File: src/rtl/io_strb_pkg.sv
package io_strb_pkg;

  typedef enum logic [2:0] {
    PH_T2 = 3'd0,
    PH_T3 = 3'd1,
    PH_T4 = 3'd2,
    PH_T5 = 3'd3,
    PH_T6 = 3'd4
  } phase_e;

  typedef struct packed {
    logic dma;
    logic dir_out;
    logic last;
    logic stc_en;
    logic clc_en;
    logic cpu_ioi;
    logic cpu_ioo;
    logic cpu_stc;
    logic cpu_clc;
    logic cpu_clf;
  } cyc_req_t;

  typedef struct packed {
    logic enf;
    logic sir;
    logic ioi;
    logic ioo;
    logic stc;
    logic clc;
    logic clf;
    logic edt;
  } strobe_t;

  function automatic phase_e phase_next(input phase_e p);
    case (p)
      PH_T2:   return PH_T3;
      PH_T3:   return PH_T4;
      PH_T4:   return PH_T5;
      PH_T5:   return PH_T6;
      default: return PH_T2;
    endcase
  endfunction

  function automatic logic [4:0] phase_onehot(input phase_e p);
    return 5'b00001 << p;
  endfunction

  function automatic logic in_window(input phase_e p, input phase_e first, input phase_e last);
    return (p >= first) && (p <= last);
  endfunction

  function automatic strobe_t strobe_decode(input logic active, input cyc_req_t r, input phase_e p);
    strobe_t s;
    logic dma_on, cpu_on, dma_end;
    s = '0;
    s.enf   = (p == PH_T2);
    s.sir   = (p == PH_T5);
    dma_on  = active && r.dma;
    cpu_on  = active && !r.dma;
    dma_end = dma_on && r.last;
    if (dma_on) begin
      s.ioi = !r.dir_out && in_window(p, PH_T2, PH_T3);
      s.ioo =  r.dir_out && in_window(p, PH_T3, PH_T4);
      s.clf = (p == PH_T3);
      s.stc = r.stc_en && (p == PH_T3);
    end
    if (dma_end) begin
      s.edt = (p == PH_T4);
      s.clc = r.clc_en && in_window(p, PH_T3, PH_T4);
    end
    if (cpu_on) begin
      s.ioi = r.cpu_ioi && in_window(p, PH_T4, PH_T5);
      s.ioo = r.cpu_ioo && in_window(p, PH_T4, PH_T5);
      s.stc = r.cpu_stc && (p == PH_T4);
      s.clc = r.cpu_clc && (p == PH_T4);
      s.clf = r.cpu_clf && (p == PH_T4);
    end
    return s;
  endfunction

endpackage

File: src/rtl/iocyc_period_seq.sv
module iocyc_period_seq
  import io_strb_pkg::*;
#(
  parameter int PERIOD_CLKS = 2
) (
  input  logic   clk,
  input  logic   rst_n,
  output phase_e phase,
  output logic   period_adv,
  output logic   cycle_wrap
);
  localparam int CW = (PERIOD_CLKS > 1) ? $clog2(PERIOD_CLKS) : 1;

  generate
    if (PERIOD_CLKS == 1) begin : g_single
      assign period_adv = 1'b1;
    end else begin : g_prescale
      logic [CW-1:0] sub_q;
      assign period_adv = (sub_q == CW'(PERIOD_CLKS - 1));
      always_ff @(posedge clk) begin
        if (!rst_n)          sub_q <= '0;
        else if (period_adv) sub_q <= '0;
        else                 sub_q <= sub_q + 1'b1;
      end
    end
  endgenerate

  assign cycle_wrap = period_adv && (phase == PH_T6);

  always_ff @(posedge clk) begin
    if (!rst_n)          phase <= PH_T2;
    else if (period_adv) phase <= phase_next(phase);
  end
endmodule

File: src/rtl/iocyc_req_slot.sv
module iocyc_req_slot
  import io_strb_pkg::*;
(
  input  logic     clk,
  input  logic     rst_n,
  input  logic     req_valid,
  input  cyc_req_t req_in,
  input  logic     take,
  output logic     full,
  output cyc_req_t slot_q
);
  logic accept;
  assign accept = req_valid && !full;

  always_ff @(posedge clk) begin
    if (!rst_n) begin
      full   <= 1'b0;
      slot_q <= '0;
    end else if (accept) begin
      full   <= 1'b1;
      slot_q <= req_in;
    end else if (take) begin
      full   <= 1'b0;
    end
  end
endmodule

File: src/rtl/iocyc_active_reg.sv
module iocyc_active_reg
  import io_strb_pkg::*;
(
  input  logic     clk,
  input  logic     rst_n,
  input  logic     load,
  input  logic     next_valid,
  input  cyc_req_t next_req,
  output logic     active,
  output cyc_req_t cur_req
);
  always_ff @(posedge clk) begin
    if (!rst_n) begin
      active  <= 1'b0;
      cur_req <= '0;
    end else if (load) begin
      active  <= next_valid;
      cur_req <= next_valid ? next_req : '0;
    end
  end
endmodule

File: src/rtl/io_cycle_strobe_timer.sv
module io_cycle_strobe_timer
  import io_strb_pkg::*;
#(
  parameter int PERIOD_CLKS = 2
) (
  input  logic       clk,
  input  logic       rst_n,
  input  logic       req_valid,
  input  logic       req_dma,
  input  logic       req_dir_out,
  input  logic       req_last,
  input  logic       req_stc_en,
  input  logic       req_clc_en,
  input  logic       req_cpu_ioi,
  input  logic       req_cpu_ioo,
  input  logic       req_cpu_stc,
  input  logic       req_cpu_clc,
  input  logic       req_cpu_clf,
  output logic       req_ready,
  output logic [4:0] t_phase,
  output logic       cyc_active,
  output logic       enf,
  output logic       sir,
  output logic       ioi,
  output logic       ioo,
  output logic       stc,
  output logic       clc,
  output logic       clf,
  output logic       edt
);
  phase_e   phase;
  logic     period_adv;
  logic     cycle_wrap;
  logic     slot_full;
  cyc_req_t slot_req;
  cyc_req_t cur_req;
  cyc_req_t in_req;
  strobe_t  strb;

  assign in_req = '{dma: req_dma, dir_out: req_dir_out, last: req_last,
                    stc_en: req_stc_en, clc_en: req_clc_en,
                    cpu_ioi: req_cpu_ioi, cpu_ioo: req_cpu_ioo,
                    cpu_stc: req_cpu_stc, cpu_clc: req_cpu_clc,
                    cpu_clf: req_cpu_clf};

  iocyc_period_seq #(.PERIOD_CLKS(PERIOD_CLKS)) u_seq (
    .clk(clk), .rst_n(rst_n), .phase(phase),
    .period_adv(period_adv), .cycle_wrap(cycle_wrap)
  );

  iocyc_req_slot u_slot (
    .clk(clk), .rst_n(rst_n), .req_valid(req_valid), .req_in(in_req),
    .take(cycle_wrap), .full(slot_full), .slot_q(slot_req)
  );

  iocyc_active_reg u_act (
    .clk(clk), .rst_n(rst_n), .load(cycle_wrap), .next_valid(slot_full),
    .next_req(slot_req), .active(cyc_active), .cur_req(cur_req)
  );

  assign strb      = strobe_decode(cyc_active, cur_req, phase);
  assign req_ready = !slot_full;
  assign t_phase   = phase_onehot(phase);
  assign enf       = strb.enf;
  assign sir       = strb.sir;
  assign ioi       = strb.ioi;
  assign ioo       = strb.ioo;
  assign stc       = strb.stc;
  assign clc       = strb.clc;
  assign clf       = strb.clf;
  assign edt       = strb.edt;
endmodule

File: config.mk
export PLATFORM = sky130hd
export DESIGN_NAME = io_cycle_strobe_timer
export DESIGN_NICKNAME = d
export VERILOG_FILES = /design/src/rtl/io_strb_pkg.sv /design/src/rtl/iocyc_period_seq.sv /design/src/rtl/iocyc_req_slot.sv /design/src/rtl/iocyc_active_reg.sv /design/src/rtl/io_cycle_strobe_timer.sv
export SDC_FILE = /design/constraint.sdc
export NUM_CORES = 1
export LEC_CHECK = 0
export CAP_MARGIN = 20
export CORE_MARGIN = 2
export CORE_UTILIZATION = 45
export DETAILED_ROUTE_END_ITERATION = 8
export PLACE_DENSITY = 0.85
export SLEW_MARGIN = 20
export SYNTH_ARGS = -nofsm -noshare
export SYNTH_HDL_FRONTEND = slang
export SYNTH_SLANG_ARGS = --single-unit
File: constraint.sdc
create_clock -name clk -period 1.56 [get_ports clk]
set_input_delay 0.156 -clock clk [delete_from_list [all_inputs] [get_ports clk]]
set_output_delay 0.156 -clock clk [all_outputs]
set_load 0.05 [all_outputs]
* Yosys cells after proc, flatten, opt, wreduce, memory -nomap -nowiden
Index checks and enable logic that the tools add are counted.
** Storage, ports and cells
- Flip-flop bits (word level) :: 26
- Word-level logic and storage cells :: 69
- Memory bits (read-only) :: 0
- Latch bits :: 0
- Output and inout bits :: 15
- Bits of input ports :: 13
- Memory bits (writable) :: 0
- Memories :: 0
** Cells by class
- Bitwise logic cells :: 1
- Add/subtract/negate cells :: 1
- Reduce and logical (&&, ||, !) cells :: 23
- Equality and inequality tests :: 4
- Multipliers :: 0
- Shifts and indexed selects :: 1
- Multiplexer cells :: 9
- $lt $le $gt $ge :: 6
- Div/mod/pow operators :: 0
** Operators with widths (number)
- $logic_and A1 B1 Y1 :: 17
- $pmux W3 S4 :: 1
- $mux W10 :: 1
- $eq A3 B2 Y1 const B :: 2
- $ge A3 B1 Y1 const B :: 2
- $le A3 B2 Y1 const B :: 2
- $mux W1 :: 5
- $mux W5 :: 1
- $shl A1 B3 Y5 const A :: 1
- $eq A3 B1 Y1 const B :: 1
- $eq A3 B3 Y1 const B :: 1
- $ge A3 B2 Y1 const B :: 1
- $le A3 B1 Y1 const B :: 1
- $logic_not A1 Y1 :: 3
- $logic_not A3 Y1 :: 1
- $mux W3 :: 1
- $reduce_bool A2 Y1 :: 1
- $reduce_or A2 Y1 :: 1
- $add A1 B1 Y1 const B :: 1
- $not A1 Y1 :: 1

* Depth between registers and ports, before layout
- Depth in word-level cells :: 5
- Gate-level depth with buffers :: 4
- Mapped depth without buffers :: 3

* Modules after synthesis
From an unflattened synthesis, not the netlist that was laid out.
** Unflattened totals
- Cells, all modules :: 142
- Area total of the unflattened synthesis :: 1273.7 µm²
** Modules (own cells, without submodules)
- iocyc_active_reg :: instances 1, cells each 48, seq. area each 220.2 µm², area each 444.2 µm²
- iocyc_req_slot :: instances 1, cells each 47, seq. area each 220.2 µm², area each 439.2 µm²
- io_cycle_strobe_timer :: instances 1, cells each 30, seq. area each 0.0 µm², area each 220.2 µm²
- iocyc_period_seq :: instances 1, cells each 17, seq. area each 80.1 µm², area each 170.2 µm²

* Worst setup path after synthesis
Ideal clock, no wire load.
- Kind :: reg-to-output
- Start :: register u_seq.phase[1]
- End :: output port t_phase[0]
- Path buffers :: 2
- Slack :: -0.592 ns
- Arrival time :: 1.996 ns
- Stages on the path, launching flop included :: 4
- Cell sequence :: dfxtp_1 > buf_4 > nor3_1 > buf_4
** On the way
- Cells in the longest elaborated chain, start to end :: 1
** RTL lines
- from (decl) :: RTL line iocyc_period_seq.sv:8 : output phase_e phase,
- from (signal assigned) :: RTL line iocyc_period_seq.sv:32 : else if (period_adv) phase <= phase_next(phase);
- $shl A1 B3 Y5 :: RTL line io_strb_pkg.sv:46 : return 5'b00001 << p;
- to (decl) :: RTL line io_cycle_strobe_timer.sv:20 : output logic [4:0] t_phase,
No other way between the ends.

* Final worst setup path
- Start :: register u_seq.phase[1]
- End :: output port stc
** On the way
- Cells in the longest elaborated chain, start to end :: 4
** RTL lines
- $eq A3 B1 Y1 :: RTL line io_strb_pkg.sv:66 : s.stc = r.stc_en && (p == PH_T3);
- $logic_and A1 B1 Y1 :: RTL line io_strb_pkg.sv:66
- $mux W3 :: RTL line io_strb_pkg.sv:62 : if (dma_on) begin
- $mux W5 (*) :: RTL line io_strb_pkg.sv:72 : if (cpu_on) begin
- to (decl) :: RTL line io_cycle_strobe_timer.sv:26 : output logic stc,
Mark *: on every way between the ends. The rest lies on a longest branch, timed or not.

==> flow_summary.toml <==
[outcome]
outcome = "finished clean"

[synth]
yosysMostFrequentCell = "nand2_1"
yosysSeqAreaShare = 0.436
ys_ff_latch = 26
synth_compound_area_frac = 0.155
synth_top_family_by_area = "simple AND/OR/NAND/NOR gates"
synth_cells = 146
synth_area_per_cell_um2 = 8.18
synth_nets = 159
synth.top_cell.area_share = 0.436
synth-xor-area-share = 0.00733
yosys-top-cells-area = "dfxtp_1 44%, nand2_1 10%, a21boi_0 6.3%"
synth_area_leader_cell = "dfxtp_1"
synth_top_cells_by_count = "33 x nand2_1, 26 x dfxtp_1, 10 x a21boi_0, 10 x nand4_1, 9 x o21ai_1"
synth.mux.area_fraction = 0.0168
syn_area_um2 = 1190
synth_warnings = 0
synth_fa_ha_area_frac = 0
synthSimpleGateAreaFrac = 0.308
synthArstFlopShare = 0
synth_ff_type = "dfxtp_1"
ys_types = 28
synth_edf_count = 0

[clock_tree]
clock-sinks = 26
cts-buffers-inserted = 3
cts_tree = "yes"
clkTransAtPathRegs_ns = 0.13
cts.htree.levels = 1
cts_hold_buf = 0
cts_root_buffer = "clkbuf_4"
clockBufferDepth = 2
clk_latency_ns = 0.32

[placement]
place.gp.congestion = 0.681
hpwl_um = 1680
dp_cells = 193
port-buffer-count = 27

[global_routing]
antenna_found_initial = 0
grtUsageTotal = 0.162
gr-total-overflow = 0
grt_pass1_vias = 979
grt_pass1_wl_um = 4180
grt_max_degree = 38

[timing]
fin_crit_ns = 1.56
final-setup-viol-count = 0
max_freq_mhz = 642
finalMaxSlewViolations = 0
tightestPinTransition_ns = 0.346
rsz0062_at_grt = "yes"
final.setup.tns_ns = 0
timing.final.crit_share = 0.999
slew_headroom = 0.769
hold_viol = 0
skew_ns = 0.00134

[critical_path]
crit_path_max_fanout = 6
rr_startpoint = "u_seq.phase[1]"
critPathRequiredTime_ns = 1.40
rr_worst_depth = 4
r2r_slack_ns = 0.22
worstSetupPathType = "reg -> out"
crit_path_start_kind = "flop"
cp-end-kind = "output pin"
r2r-end = "u_act.cur_req[7]"
arrival_ns = 1.40

[detailed_routing]
ant_nets = 0
drt_wl_total_um = 2410
wl_per_cell_um = 12.1
viasPerCell = 5.37
drtIter0Drc = 19
dr.pass1.iters = 4
vias = 1069
drc_errors = 0

[cells_and_area]
antenna_cells = 0
stdcell_count = 199
post_route_cells_drive_above_1_share = 0.272
multiInputGateArea_um2 = 662
syn_to_final_growth_pct = 44.6
final_core_util = 0.691
fillers = 208
nets = 183
seq_area_um2 = 533

[power_and_ir_drop]
vdd_drop_max_uv = 605
p_leak_nw = 0.626
p_per_area_nw_per_um2 = 742

[die]
row_count = 18
io_pins = 28
die_w_um = 55.5
start_util = 0.478
coreArea_um2 = 2500
die-area_um2 = 3080
die_h_um = 55.5

[worst_hold_path]
worst_hold_path.num_cells = 3
min_to = "u_slot.slot_q[9]"
hold_path.class = "in -> reg"
hp-start = "req_dma"

[job]
cap_violations = 0
layout by cell type, fill, tap and decap left out, drive strengths merged, types with 4 or more instances in the layout:
cell type      Yosys  routed
nand2             33      33
dfxtp             26      26
buf               13      20
o21ai             13      13
clkdlybuf4s50      0      12
a21boi            10      10
nand4             10      10
nor2b              6       6
nor2               6       6
clkbuf             2       6
a21oi              4       4
sequential cells by signal (all words and copies together), names as in the netlist:
register / count
u_slot.full: 1
u_act.active: 1
u_seq.period_adv: 1
u_seq.phase: 3
u_act.cur_req: 10
u_slot.slot_q: 10
metal layers:
layer	vias up	track usage	share of wire
li1	546	-	-
met1	486	0.190	0.45
met4	0	0.0488	0.010
met3	2	0.0328	0.048
met5	-	0	0
met2	35	0.293	0.49
what timing repair did:
action                     CTS  global route
setup endpoints to repair   12             8
pin swaps                    3             3
gates cloned                 0             0
gates resized for setup     13             9
buffers inserted             0             2
worst max path at each step:
stage / slack, ns / to / depth (start not counted) / start
finish: 0.002 / stc / 4 / u_seq.phase[1]
global route: -0.11 / clc / 4 / u_seq.phase[1]
CTS: -0.06 / clc / 4 / u_seq.phase[0]
detailed placement: 0.18 / clc / 4 / u_seq.phase[1]
global placement: 0.22 / clc / 4 / u_seq.phase[1]
floorplan: -0.26 / ioi / 2 / u_act.active
worst max-delay path, cell delays in order (launching register included):
cell and delay [ns]:
dfxtp_4 0.43, nor3b_2 0.23, a32oi_1 0.07, nor2_1 0.19, buf_12 0.17
final cells by class:
| cell class | count | share of cell area |
|---|---|---|
| timing repair buffer | 34 | 0.264 |
| clock buffer | 4 | 0.0210 |
| multi-input combinational | 104 | 0.383 |
| tap | 30 | 0.0217 |
| sequential | 26 | 0.308 |
| inverter | 1 | 0.00217 |
power by group:
part	switching, mW	internal [mW]
clock	0.187	0.143
sequential	0.0230	0.684
combinational	0.121	0.123
total	0.331	0.950
through the flow:
stage / worst slack [ns] / hold WS [ns] / cell area (um^2) / power (mW)
2_1_floorplan: -0.261 / 0.301 / 1210 / 0.851
3_5_place_dp: 0.181 / 0.449 / 1610 / 0.952
5_1_grt: -0.105 / 0.385 / 1730 / 1.34
4_1_cts: -0.0585 / 0.376 / 1680 / 1.28
3_3_place_gp: 0.218 / 0.444 / 1610 / 0.944
6_report: 0.00196 / 0.382 / 1730 / 1.28
kinds of logic (layout without fill, tap and decap cells):
group / after synthesis / in the layout
and+or+nand+nor: 71 / 71
AOI/OAI and AO/OA: 30 / 30
DFF: 26 / 26
buffers and inverters: 16 / 39
muxes: 2 / 2
xor gates and xnor gates: 1 / 1
Power figures use the tool's default switching activity.
